<file path="config.mk">
export PLATFORM = sky130hd
export DESIGN_NAME = spi_nvm_slave
export DESIGN_NICKNAME = d
export VERILOG_FILES = /design/src/rtl/spi_nvm_pkg.sv /design/src/rtl/spi_nvm_sync.sv /design/src/rtl/spi_nvm_array.sv /design/src/rtl/spi_nvm_wtimer.sv /design/src/rtl/spi_nvm_ctrl.sv /design/src/rtl/spi_nvm_slave.sv
export SDC_FILE = /design/constraint.sdc
export NUM_CORES = 2
export LEC_CHECK = 0
export ABC_AREA = 0
export CAP_MARGIN = 20
export CORE_MARGIN = 5
export CORE_UTILIZATION = 55
export DETAILED_ROUTE_END_ITERATION = 10
export PLACE_DENSITY = 0.7
export SLEW_MARGIN = 10
export SYNTH_ARGS = -nofsm -noshare
export SYNTH_HDL_FRONTEND = slang
export SYNTH_HIERARCHICAL = 1
export SYNTH_SLANG_ARGS = --single-unit
</file>
<file path="constraint.sdc">
create_clock -name clk -period 6.8 [get_ports clk]
set_clock_uncertainty 0.2 [all_clocks]
set_input_delay 1.36 -clock clk [delete_from_list [all_inputs] [get_ports clk]]
set_output_delay 1.36 -clock clk [all_outputs]
set_load 0.01 [all_outputs]
</file>
<file path="src/rtl/spi_nvm_pkg.sv">
package spi_nvm_pkg;

    localparam logic [7:0] CMD_WEN   = 8'h06;
    localparam logic [7:0] CMD_WDIS  = 8'h04;
    localparam logic [7:0] CMD_STRD  = 8'h05;
    localparam logic [7:0] CMD_STWR  = 8'h01;
    localparam logic [7:0] CMD_RD    = 8'h03;
    localparam logic [7:0] CMD_WR    = 8'h02;

    typedef enum logic [3:0] {
        PH_OPC,   // collecting the command byte
        PH_ADDR,  // collecting the address byte
        PH_WDAT,  // collecting the write data byte
        PH_WEND,  // write data complete, waiting for select release
        PH_SWR,   // collecting the status data byte
        PH_SEND,  // status data complete, waiting for select release
        PH_RD,    // streaming array data
        PH_SRD,   // streaming the status byte
        PH_SKIP   // ignore the rest of this selection
    } phase_e;

    typedef struct packed {
        phase_e      phase;
        logic [2:0]  bcnt;
        logic [6:0]  sh;
        logic [7:0]  osh;
        logic        sob;
        logic        oe;
        logic        hold;
        logic        sck_p;
        logic        cs_p;
        logic        is_rd;
        logic [7:0]  addr;
        logic        wel;
        logic [1:0]  prot;
        logic        pend_st;
        logic [7:0]  paddr;
        logic [7:0]  pdat;
    } ctrl_st_t;

    // Top-region protection test, selected by the two protect bits.
    function automatic logic addr_locked(input logic [1:0] prot,
                                         input logic [7:0] a,
                                         input int unsigned aw);
        logic [1:0] top;
        top = 2'((a >> (aw - 2)) & 8'd3);
        case (prot)
            2'b00:   return 1'b0;
            2'b01:   return top == 2'b11;
            2'b10:   return top[1];
            default: return 1'b1;
        endcase
    endfunction

endpackage

</file>
<file path="src/rtl/spi_nvm_sync.sv">
module spi_nvm_sync #(
    parameter int unsigned WIDTH = 5,
    parameter int unsigned STAGES = 2,
    parameter logic [WIDTH-1:0] RST_VAL = '0
) (
    input  logic             clk,
    input  logic             rst_n,
    input  logic [WIDTH-1:0] d_i,
    output logic [WIDTH-1:0] q_o
);

    logic [WIDTH-1:0] stage_q [STAGES];

    for (genvar g = 0; g < STAGES; g++) begin : g_stage
        if (g == 0) begin : g_first
            always_ff @(posedge clk or negedge rst_n) begin
                if (!rst_n) stage_q[g] <= RST_VAL;
                else        stage_q[g] <= d_i;
            end
        end else begin : g_next
            always_ff @(posedge clk or negedge rst_n) begin
                if (!rst_n) stage_q[g] <= RST_VAL;
                else        stage_q[g] <= stage_q[g-1];
            end
        end
    end

    assign q_o = stage_q[STAGES-1];

endmodule

</file>
<file path="src/rtl/spi_nvm_array.sv">
module spi_nvm_array #(
    parameter int unsigned ADDR_W = 7,
    localparam int unsigned DEPTH = 1 << ADDR_W
) (
    input  logic              clk,
    input  logic              rst_n,
    input  logic              we_i,
    input  logic [ADDR_W-1:0] waddr_i,
    input  logic [7:0]        wdata_i,
    input  logic [ADDR_W-1:0] raddr_i,
    output logic [7:0]        rdata_o
);

    logic [7:0] mem_d [DEPTH];
    logic [7:0] mem_q [DEPTH];

    always_comb begin
        mem_d = mem_q;
        if (we_i) mem_d[waddr_i] = wdata_i;
    end

    always_ff @(posedge clk or negedge rst_n) begin
        if (!rst_n) begin
            for (int i = 0; i < DEPTH; i++) mem_q[i] <= 8'h00;
        end else begin
            mem_q <= mem_d;
        end
    end

    assign rdata_o = mem_q[raddr_i];

endmodule

</file>
<file path="src/rtl/spi_nvm_wtimer.sv">
module spi_nvm_wtimer #(
    parameter int unsigned WRITE_CYCLES = 1000,
    localparam int unsigned CW = $clog2(WRITE_CYCLES + 1)
) (
    input  logic clk,
    input  logic rst_n,
    input  logic start_i,
    output logic busy_o,
    output logic done_o
);

    localparam logic [CW-1:0] LAST = CW'(WRITE_CYCLES - 1);

    logic [CW-1:0] cnt_d, cnt_q;
    logic          busy_d, busy_q;

    always_comb begin
        cnt_d  = cnt_q;
        busy_d = busy_q;
        done_o = 1'b0;
        if (busy_q) begin
            if (cnt_q == LAST) begin
                busy_d = 1'b0;
                done_o = 1'b1;
            end else begin
                cnt_d = cnt_q + 1'b1;
            end
        end else if (start_i) begin
            busy_d = 1'b1;
            cnt_d  = '0;
        end
    end

    always_ff @(posedge clk or negedge rst_n) begin
        if (!rst_n) begin
            cnt_q  <= '0;
            busy_q <= 1'b0;
        end else begin
            cnt_q  <= cnt_d;
            busy_q <= busy_d;
        end
    end

    assign busy_o = busy_q;

endmodule

</file>
<file path="src/rtl/spi_nvm_ctrl.sv">
module spi_nvm_ctrl
    import spi_nvm_pkg::*;
#(
    parameter int unsigned ADDR_W = 7
) (
    input  logic              clk,
    input  logic              rst_n,
    input  logic              sck_i,
    input  logic              csn_i,
    input  logic              si_i,
    input  logic              holdn_i,
    input  logic              wpn_i,
    input  logic              busy_i,
    input  logic              done_i,
    input  logic [7:0]        rd_data_i,
    output logic [ADDR_W-1:0] rd_addr_o,
    output logic              we_o,
    output logic [ADDR_W-1:0] waddr_o,
    output logic [7:0]        wdata_o,
    output logic              start_o,
    output logic              so_o,
    output logic              so_oe_o,
    output logic [1:0]        prot_o
);

    localparam logic [7:0] AMASK = 8'((9'd1 << ADDR_W) - 9'd1);
    localparam ctrl_st_t ST_RST = '{phase: PH_SKIP, default: '0};

    ctrl_st_t q, n;
    logic       cs_act, cs_fall_ev, cs_rise_ev;
    logic       rise, fall, byte_done, wr_phase, hold_base;
    logic [7:0] byt, status, rd_addr8;

    assign cs_act     = !csn_i;
    assign cs_fall_ev = cs_act && !q.cs_p;
    assign cs_rise_ev = !cs_act && q.cs_p;
    assign rise       = sck_i && !q.sck_p;
    assign fall       = !sck_i && q.sck_p;
    assign byt        = {q.sh, si_i};
    assign byte_done  = (q.bcnt == 3'd7);
    assign status     = {4'hF, q.prot, q.wel, busy_i};
    assign wr_phase   = (q.phase == PH_WDAT) || (q.phase == PH_WEND) ||
                        (q.phase == PH_SWR)  || (q.phase == PH_SEND) ||
                        ((q.phase == PH_ADDR) && !q.is_rd);

    // Read address: the incoming address byte, or the next sequential one.
    always_comb begin
        if (q.phase == PH_ADDR) rd_addr8 = byt & AMASK;
        else                    rd_addr8 = (q.addr + 8'd1) & AMASK;
    end

    always_comb begin
        n       = q;
        n.sck_p = sck_i;
        n.cs_p  = cs_act;
        start_o = 1'b0;
        we_o    = 1'b0;
        hold_base = cs_fall_ev ? 1'b0 : q.hold;

        if (cs_rise_ev) begin
            if (q.phase == PH_WEND && !busy_i) begin
                if (addr_locked(q.prot, q.paddr, ADDR_W)) begin
                    n.wel = 1'b0;
                end else begin
                    start_o   = 1'b1;
                    n.pend_st = 1'b0;
                end
            end else if (q.phase == PH_SEND && !busy_i) begin
                start_o   = 1'b1;
                n.pend_st = 1'b1;
            end else if (wr_phase) begin
                n.wel = 1'b0;
            end
            n.phase = PH_SKIP;
            n.hold  = 1'b0;
        end else if (cs_act) begin
            if (cs_fall_ev) begin
                n.phase = PH_OPC;
                n.bcnt  = 3'd0;
            end
            n.hold = hold_base;
            if (!hold_base && !holdn_i && !sck_i)     n.hold = 1'b1;
            else if (hold_base && holdn_i && !sck_i)  n.hold = 1'b0;

            if (!cs_fall_ev && !wpn_i && wr_phase) begin
                n.phase = PH_SKIP;
                n.wel   = 1'b0;
            end else if (!cs_fall_ev && rise && !q.hold) begin
                n.sh   = byt[6:0];
                n.bcnt = q.bcnt + 3'd1;
                case (q.phase)
                    PH_OPC: if (byte_done) begin
                        n.phase = PH_SKIP;
                        if (!busy_i || byt == CMD_STRD) begin
                            case (byt)
                                CMD_WEN:  n.wel = 1'b1;
                                CMD_WDIS: n.wel = 1'b0;
                                CMD_STRD: begin
                                    n.phase = PH_SRD;
                                    n.osh   = status;
                                end
                                CMD_RD: begin
                                    n.phase = PH_ADDR;
                                    n.is_rd = 1'b1;
                                end
                                CMD_WR: begin
                                    if (q.wel && wpn_i) begin
                                        n.phase = PH_ADDR;
                                        n.is_rd = 1'b0;
                                    end else begin
                                        n.wel = 1'b0;
                                    end
                                end
                                CMD_STWR: begin
                                    if (q.wel && wpn_i) n.phase = PH_SWR;
                                    else                n.wel = 1'b0;
                                end
                                default: n.phase = PH_SKIP;
                            endcase
                        end
                    end
                    PH_ADDR: if (byte_done) begin
                        n.addr = byt & AMASK;
                        if (q.is_rd) begin
                            n.phase = PH_RD;
                            n.osh   = rd_data_i;
                        end else begin
                            n.phase = PH_WDAT;
                        end
                    end
                    PH_WDAT: if (byte_done) begin
                        n.paddr = q.addr;
                        n.pdat  = byt;
                        n.phase = PH_WEND;
                    end
                    PH_SWR: if (byte_done) begin
                        n.pdat  = byt;
                        n.phase = PH_SEND;
                    end
                    PH_WEND, PH_SEND: begin
                        n.phase = PH_SKIP;
                        n.wel   = 1'b0;
                    end
                    PH_RD: if (byte_done) begin
                        n.addr = rd_addr8;
                        n.osh  = rd_data_i;
                    end
                    PH_SRD: if (byte_done) n.osh = status;
                    default: ;
                endcase
            end else if (!cs_fall_ev && fall && !q.hold &&
                         (q.phase == PH_RD || q.phase == PH_SRD)) begin
                n.sob = q.osh[7];
                n.osh = {q.osh[6:0], 1'b0};
            end
        end

        n.oe = cs_act && !n.hold;

        if (done_i) begin
            if (q.pend_st) n.prot = q.pdat[3:2];
            else           we_o   = 1'b1;
            n.wel = 1'b0;
        end
    end

    always_ff @(posedge clk or negedge rst_n) begin
        if (!rst_n) q <= ST_RST;
        else        q <= n;
    end

    assign rd_addr_o = rd_addr8[ADDR_W-1:0];
    assign waddr_o   = q.paddr[ADDR_W-1:0];
    assign wdata_o   = q.pdat;
    assign so_o      = q.sob;
    assign so_oe_o   = q.oe;
    assign prot_o    = q.prot;

endmodule

</file>
<file path="src/rtl/spi_nvm_slave.sv">
module spi_nvm_slave #(
    parameter int unsigned ADDR_W       = 7,
    parameter int unsigned WRITE_CYCLES = 1000,
    parameter int unsigned SYNC_STAGES  = 2
) (
    input  logic clk,
    input  logic rst_n,
    input  logic sck,
    input  logic cs_n,
    input  logic si,
    input  logic hold_n,
    input  logic wp_n,
    output logic so,
    output logic so_oe,
    output logic standby
);

    logic [4:0]        pins_s;
    logic              sck_s, csn_s, si_s, holdn_s, wpn_s;
    logic              busy, done, start, we;
    logic [ADDR_W-1:0] raddr, waddr;
    logic [7:0]        rdata, wdata;
    logic [1:0]        prot;

    spi_nvm_sync #(
        .WIDTH   (5),
        .STAGES  (SYNC_STAGES),
        .RST_VAL (5'b01011)
    ) i_sync (
        .clk   (clk),
        .rst_n (rst_n),
        .d_i   ({sck, cs_n, si, hold_n, wp_n}),
        .q_o   (pins_s)
    );

    assign {sck_s, csn_s, si_s, holdn_s, wpn_s} = pins_s;

    spi_nvm_ctrl #(.ADDR_W(ADDR_W)) i_ctrl (
        .clk       (clk),
        .rst_n     (rst_n),
        .sck_i     (sck_s),
        .csn_i     (csn_s),
        .si_i      (si_s),
        .holdn_i   (holdn_s),
        .wpn_i     (wpn_s),
        .busy_i    (busy),
        .done_i    (done),
        .rd_data_i (rdata),
        .rd_addr_o (raddr),
        .we_o      (we),
        .waddr_o   (waddr),
        .wdata_o   (wdata),
        .start_o   (start),
        .so_o      (so),
        .so_oe_o   (so_oe),
        .prot_o    (prot)
    );

    spi_nvm_wtimer #(.WRITE_CYCLES(WRITE_CYCLES)) i_wtimer (
        .clk     (clk),
        .rst_n   (rst_n),
        .start_i (start),
        .busy_o  (busy),
        .done_o  (done)
    );

    spi_nvm_array #(.ADDR_W(ADDR_W)) i_array (
        .clk     (clk),
        .rst_n   (rst_n),
        .we_i    (we),
        .waddr_i (waddr),
        .wdata_i (wdata),
        .raddr_i (raddr),
        .rdata_o (rdata)
    );

    assign standby = csn_s && !busy;

endmodule

</file>
After elaboration in Yosys (flattened, before gate mapping)
Index checks and enable logic that the tools add are counted.
{ "op_classes": {"magnitude_cmp": 3, "muxes": 82, "eq_ne": 42, "add_sub_neg": 3, "bitwise_logic": 6, "reduce_logical": 64} }
{ "op_table": {"columns": ["cell", "n"], "rows": [
  ["1024-bit bitwise mux", 1],
  ["8-bit 2-to-1 mux", 13],
  ["8-bit binary-select mux with 7-bit select", 1],
  ["8-bit demux with 7-bit select", 1],
  ["4-bit 2-to-1 mux", 9],
  ["1-bit 2-to-1 mux", 34],
  ["8-bit one-hot mux with 4 select lines", 1],
  ["10-bit 2-to-1 mux", 3],
  ["7-bit 2-to-1 mux", 4],
  ["8-bit by 3-bit == test with 1-bit output, second input constant", 3],
  ["23-bit 2-to-1 mux", 1],
  ["1-bit logical AND", 22],
  ["4-bit one-hot mux with 5 select lines", 1],
  ["19-bit 2-to-1 mux", 1],
  ["3-bit by 2-bit inequality test with 1-bit output, second input constant", 6],
  ["4-bit by 3-bit == test with 1-bit output, second input constant", 4],
  ["8-bit by 2-bit == test with 1-bit output, second input constant", 2],
  ["8-bit >= comparator, second input constant", 2],
  ["7-bit inverter with 8-bit output", 2],
  ["4-bit one-hot mux with 4 select lines", 1],
  ["8-bit one-hot mux with 2 select lines", 1],
  ["14-bit 2-to-1 mux", 1],
  ["7-bit one-hot mux with 2 select lines", 1],
  ["7-bit AND reduction", 2],
  ["other kinds (41)", 83]
]} }
{ "word_totals": {"ff_bits": 1099, "elab_cells": 348, "in_bits": 7} }

Depth between registers and ports, before layout
{ "logic_depth": {"depth_word": 13, "depth_mapped": 16, "depth_no_buf": 11} }

Modules after synthesis
Netlist, hierarchy kept.
{ "by_module_without_submodules": {"columns": ["module", "cells_per_inst", "seq_area_each_um2", "n_inst", "area_each_um2"], "rows": [
  ["spi_nvm_array", 2782, 25624.6, 1, 46464.6],
  ["spi_nvm_ctrl", 376, 1352.5, 1, 3514.6],
  ["spi_nvm_wtimer", 76, 275.3, 1, 714.4],
  ["spi_nvm_sync", 15, 257.7, 1, 295.3],
  ["spi_nvm_slave", 1, 0.0, 1, 13.8]
]} }

Worst setup path after synthesis
Ideal clock, no wire load.
{ "synth_timing": {"path_kind": "register -> register", "from": "register i_ctrl/q[53] in the netlist's numbering", "to": "register i_ctrl/q[35] in the netlist's numbering", "n_path_buf": 4, "required_time_ps": 6474, "path_slack_ps": 1851, "period_less_slack_ps": 4949, "path_stages_with_launch": 15, "setup_ps": 126, "arrival_time_ps": 4623, "path_cell_list": "dfrtp_1 buf_6 or4b_2 clkbuf_2 a21oi_1 clkbuf_1 buf_1 mux4_2 mux4_2 mux4_2 mux2_2 nor4b_1 o21ai_0 o2111a_1 o32a_1"} }
{ "synth_via": {"elab_chain_cells": 10, "word_cells_on_any_way": 37, "classes_between": "eq/ne (15); mux (9); bitwise (2); reduce/logical (11)"} }
{ "synth_lines": {"columns": ["element", "line", "source"], "rows": [
  ["start, declared", "spi_nvm_ctrl.sv:29", "ctrl_st_t q, n;"],
  ["start signal, assigned", "spi_nvm_ctrl.sv:169", "else q <= n;"],
  ["4-bit by 1-bit == test with 1-bit output (*)", "spi_nvm_ctrl.sv:48", "if (q.phase == PH_ADDR) rd_addr8 = byt & AMASK;"],
  ["7-bit 2-to-1 mux (*)", "spi_nvm_ctrl.sv:48", null],
  ["named net raddr[0]", "spi_nvm_slave.sv:21", "logic [ADDR_W-1:0] raddr, waddr;"],
  ["7-bit inverter with 8-bit output (implied by the code) (*)", "spi_nvm_array.sv:30", "assign rdata_o = mem_q[raddr_i];"],
  ["8-bit binary-select mux with 7-bit select (*)", "spi_nvm_array.sv:30", null],
  ["8-bit 2-to-1 mux (implied by the code) (*) (2 in series)", "spi_nvm_array.sv:30", null],
  ["named net rdata[1]", "spi_nvm_slave.sv:22", "logic [7:0] rdata, wdata;"],
  ["8-bit 2-to-1 mux", "spi_nvm_ctrl.sv:124", "if (q.is_rd) begin"],
  ["8-bit 2-to-1 mux", "spi_nvm_ctrl.sv:122", "PH_ADDR: if (byte_done) begin"],
  ["8-bit one-hot mux with 4 select lines (*)", "spi_nvm_ctrl.sv:91", "case (q.phase)"],
  ["8-bit 2-to-1 mux (*)", "spi_nvm_ctrl.sv:88", "end else if (!cs_fall_ev && rise && !q.hold) begin"]
]} }
Mark *: on every way through the listed nets, which the timed path passes. The rest lies on a longest branch. The select of a mux whose other input is x is not followed.
A chain may end at the register's enable or synchronous reset.

Final worst setup path
{ "layout_timing": {"from": "register i_ctrl/q[55] in the netlist's numbering", "to": "register i_ctrl/q[41] in the netlist's numbering"} }
Same word-level chain as after synthesis.

==> results.toml <==
[outcome]
status = "complete, no violations"

[detailed_routing]
num_vias = 28800
drc = 0
via_per_inst = 6.37
wl_per_cell_um = 27.4
routed_wl_mm = 124
drtIter0Drc = 2209
antenna_left = 0
first_pass_iters = 7

[setup_path]
worstReg2RegStart = "i_ctrl/q[55]"
reg2reg_slack_ns = 0.97
crit_slowest_cell = "or4b_2"
cp_top_family = "multiplexers"
worstRegToRegCells = 11
worstSetupPathType = "flip-flop to flip-flop"
worst-path-max-fanout = 33
critical_path.cell_chain = "or4b_2, a21oi_4, buf_12, buf_4, mux4_2, mux4_2, mux4_2, mux2_2, nor2_1, nor2_1, o32a_1"
cpPeakStageDelay_ns = 0.88
cp.required_ns = 7.17
r2r_end = "i_ctrl/q[41]"
worstSetupEndpointType = "flip-flop"
cpMostUsedCell = "mux4_2"
critPathBufInv = 2
startpoint_type = "flip-flop"
arrival_ns = 6.21

[clock_network]
cts.sinks = 1099
cts_made_buffers = 114
path_clk_slew_ns = 0.06
cts_buffer_depth = 3
cts_setup_buffers = 0
clk_latency_ns = 0.70
cts.htree.levels = 3
cts_resized = 0
cts_root_buf = "clkbuf_16"
cts_tree = "built"
postCtsHoldBufs = 0

[cells_and_area]
multi_input_area_um2 = 22300
layout-drive-gt1-share_pct = 52.2
num-nets-final = 3181
fillers = 6633
ff_latch_area_um2 = 27500
area_delta_synth_final_pct = 10.6
instances_no_fill = 4514

[hold_path]
hp-start = "i_sync/stage_q[8]"
holdPathEnd = "i_sync/q_o[3]"
hold_path_class = "flip-flop to flip-flop"
min_path_cells = 0

[grt]
track_usage_pct = 25.5
antenna_found_initial = 3
overflow = 0
grt_max_degree = 197
grt_pass1_wl_mm = 194
first_global_vias = 31100

[timing]
setup_viol = 0
tightest_slew_ns = 1.19
hold_viol_final = 0
fin_crit_ns = 5.83
setup_ws_ns = 0.966
max_slew_margin_pct = 20.3
holdWs_ns = 0.158
fin_setup_tns_ns = 0
report.final.slew_viol_count = 0
rsz0062_at_grt = "false"
clock.fmax_ghz = 0.171
finalCritPeriodShare_pct = 85.8

[floorplanning]
core_um2 = 91800
start_util_pct = 55.5
die_height_um = 314
dieArea_um2 = 98900
die_x_um = 314
placementRows = 111
pin_count = 10

[synthesis]
synth.avg_cell_area_um2 = 15.7
ys_warn_count = 6
syn-cell-area_um2 = 51000
syn_nets = 3259
synthCells = 3248

[pwr]
vdd_drop_max_uv = 244
cellPowerDensity_nw_per_um2 = 241
p_leak_uw = 0.0265

[place]
io_buffers = 9
place.gp.congestion = 0.866
placed_cells = 4295
hpwl_mm = 79.2
pre_cts_slack_ns = 0.957

[run]
maxCapViolCount = 0
## power breakdown
part / switching [µW] / total [µW] / internal, µW
logic: 182 / 249 / 67.2
registers: 53.3 / 6620 / 6570
clock network: 2630 / 6740 / 4100
total: 2870 / 13600 / 10700
## area by class of cell
type	instances	share of cell area, %
Clock inverter	56	1.39
Sequential cell	1099	48.8
Inverter	10	0.0666
Timing Repair Buffer	69	1.45
Multi-Input combinational cell	1876	39.6
Clock buffer	160	5.92
Antenna cell	1	0.00444
Tap cell	1243	2.76
## worst max path at each step
| stage | startpoint | end | slack (ns) | depth (start not counted) |
|---|---|---|---|---|
| 6_report | i_ctrl/q[55] | i_ctrl/q[41] | 0.97 | 11 |
| 5_1_grt | i_ctrl/q[52] | i_ctrl/q[41] | 0.74 | 12 |
| 4_1_cts | i_ctrl/q[52] | i_ctrl/q[41] | 0.95 | 12 |
| 3_5_place_dp | i_ctrl/q[52] | i_ctrl/q[41] | 0.96 | 12 |
| 3_3_place_gp | i_ctrl/q[55] | i_ctrl/q[41] | 0.97 | 11 |
| 2_1_floorplan | i_ctrl/q[53] | i_ctrl/q[35] | 1.85 | 14 |
## registers in the layout (all words and copies together) (netlist names)
signal           count
i_array/mem_q     1024
i_ctrl/byt           7
i_ctrl/prot_o        2
i_ctrl/q            28
i_ctrl/so_o          1
i_ctrl/so_oe_o       1
i_ctrl/waddr_o       7
i_ctrl/wdata_o       8
i_sync/q_o           5
i_sync/stage_q       5
i_wtimer/busy_o      1
i_wtimer/cnt_q      10
## layer usage
layer	GRT usage [%]	vias up	routed length, µm
li1	-	12000	-
met1	35.7	15600	52400
met2	41.6	824	60900
met3	4.92	247	7050
met4	6.92	4	3480
met5	0	-	31
## worst register-to-register path: stages, from the launching register on
cell     delay (ns)
dfstp_2        0.54
or4b_2         0.88
a21oi_4        0.88
buf_12         0.40
buf_4          0.44
mux4_2         0.57
mux4_2         0.50
mux4_2         0.49
mux2_2         0.28
nor2_1         0.13
nor2_1         0.05
o32a_1         0.34
## through the flow
step / utilization, % / total power [µW] / instance area (µm²)
detailed placement: 56.9 / 7000 / 52200
floorplan: - / 6810 / 51000
CTS: 61.4 / 13700 / 56400
global route: 61.4 / 14000 / 56400
finish: 61.4 / 13600 / 56400
global placement: 56.8 / 6980 / 52100
## cell usage in the layout (no fill, tap or decap), types with 16 or more instances in the layout
cell type and instances:
a21oi_1 24, o21ai_0 27, buf_12 16, clkbuf_16 116, buf_4 38, mux4_2 336
clkbuf_1 17, mux2_2 1056, nor2_1 89, clkinv_2 29, clkbuf_8 27, nand2_1 122
bufinv_16 18, dfrtp_1 1084
Power figures use the tool's default switching activity.
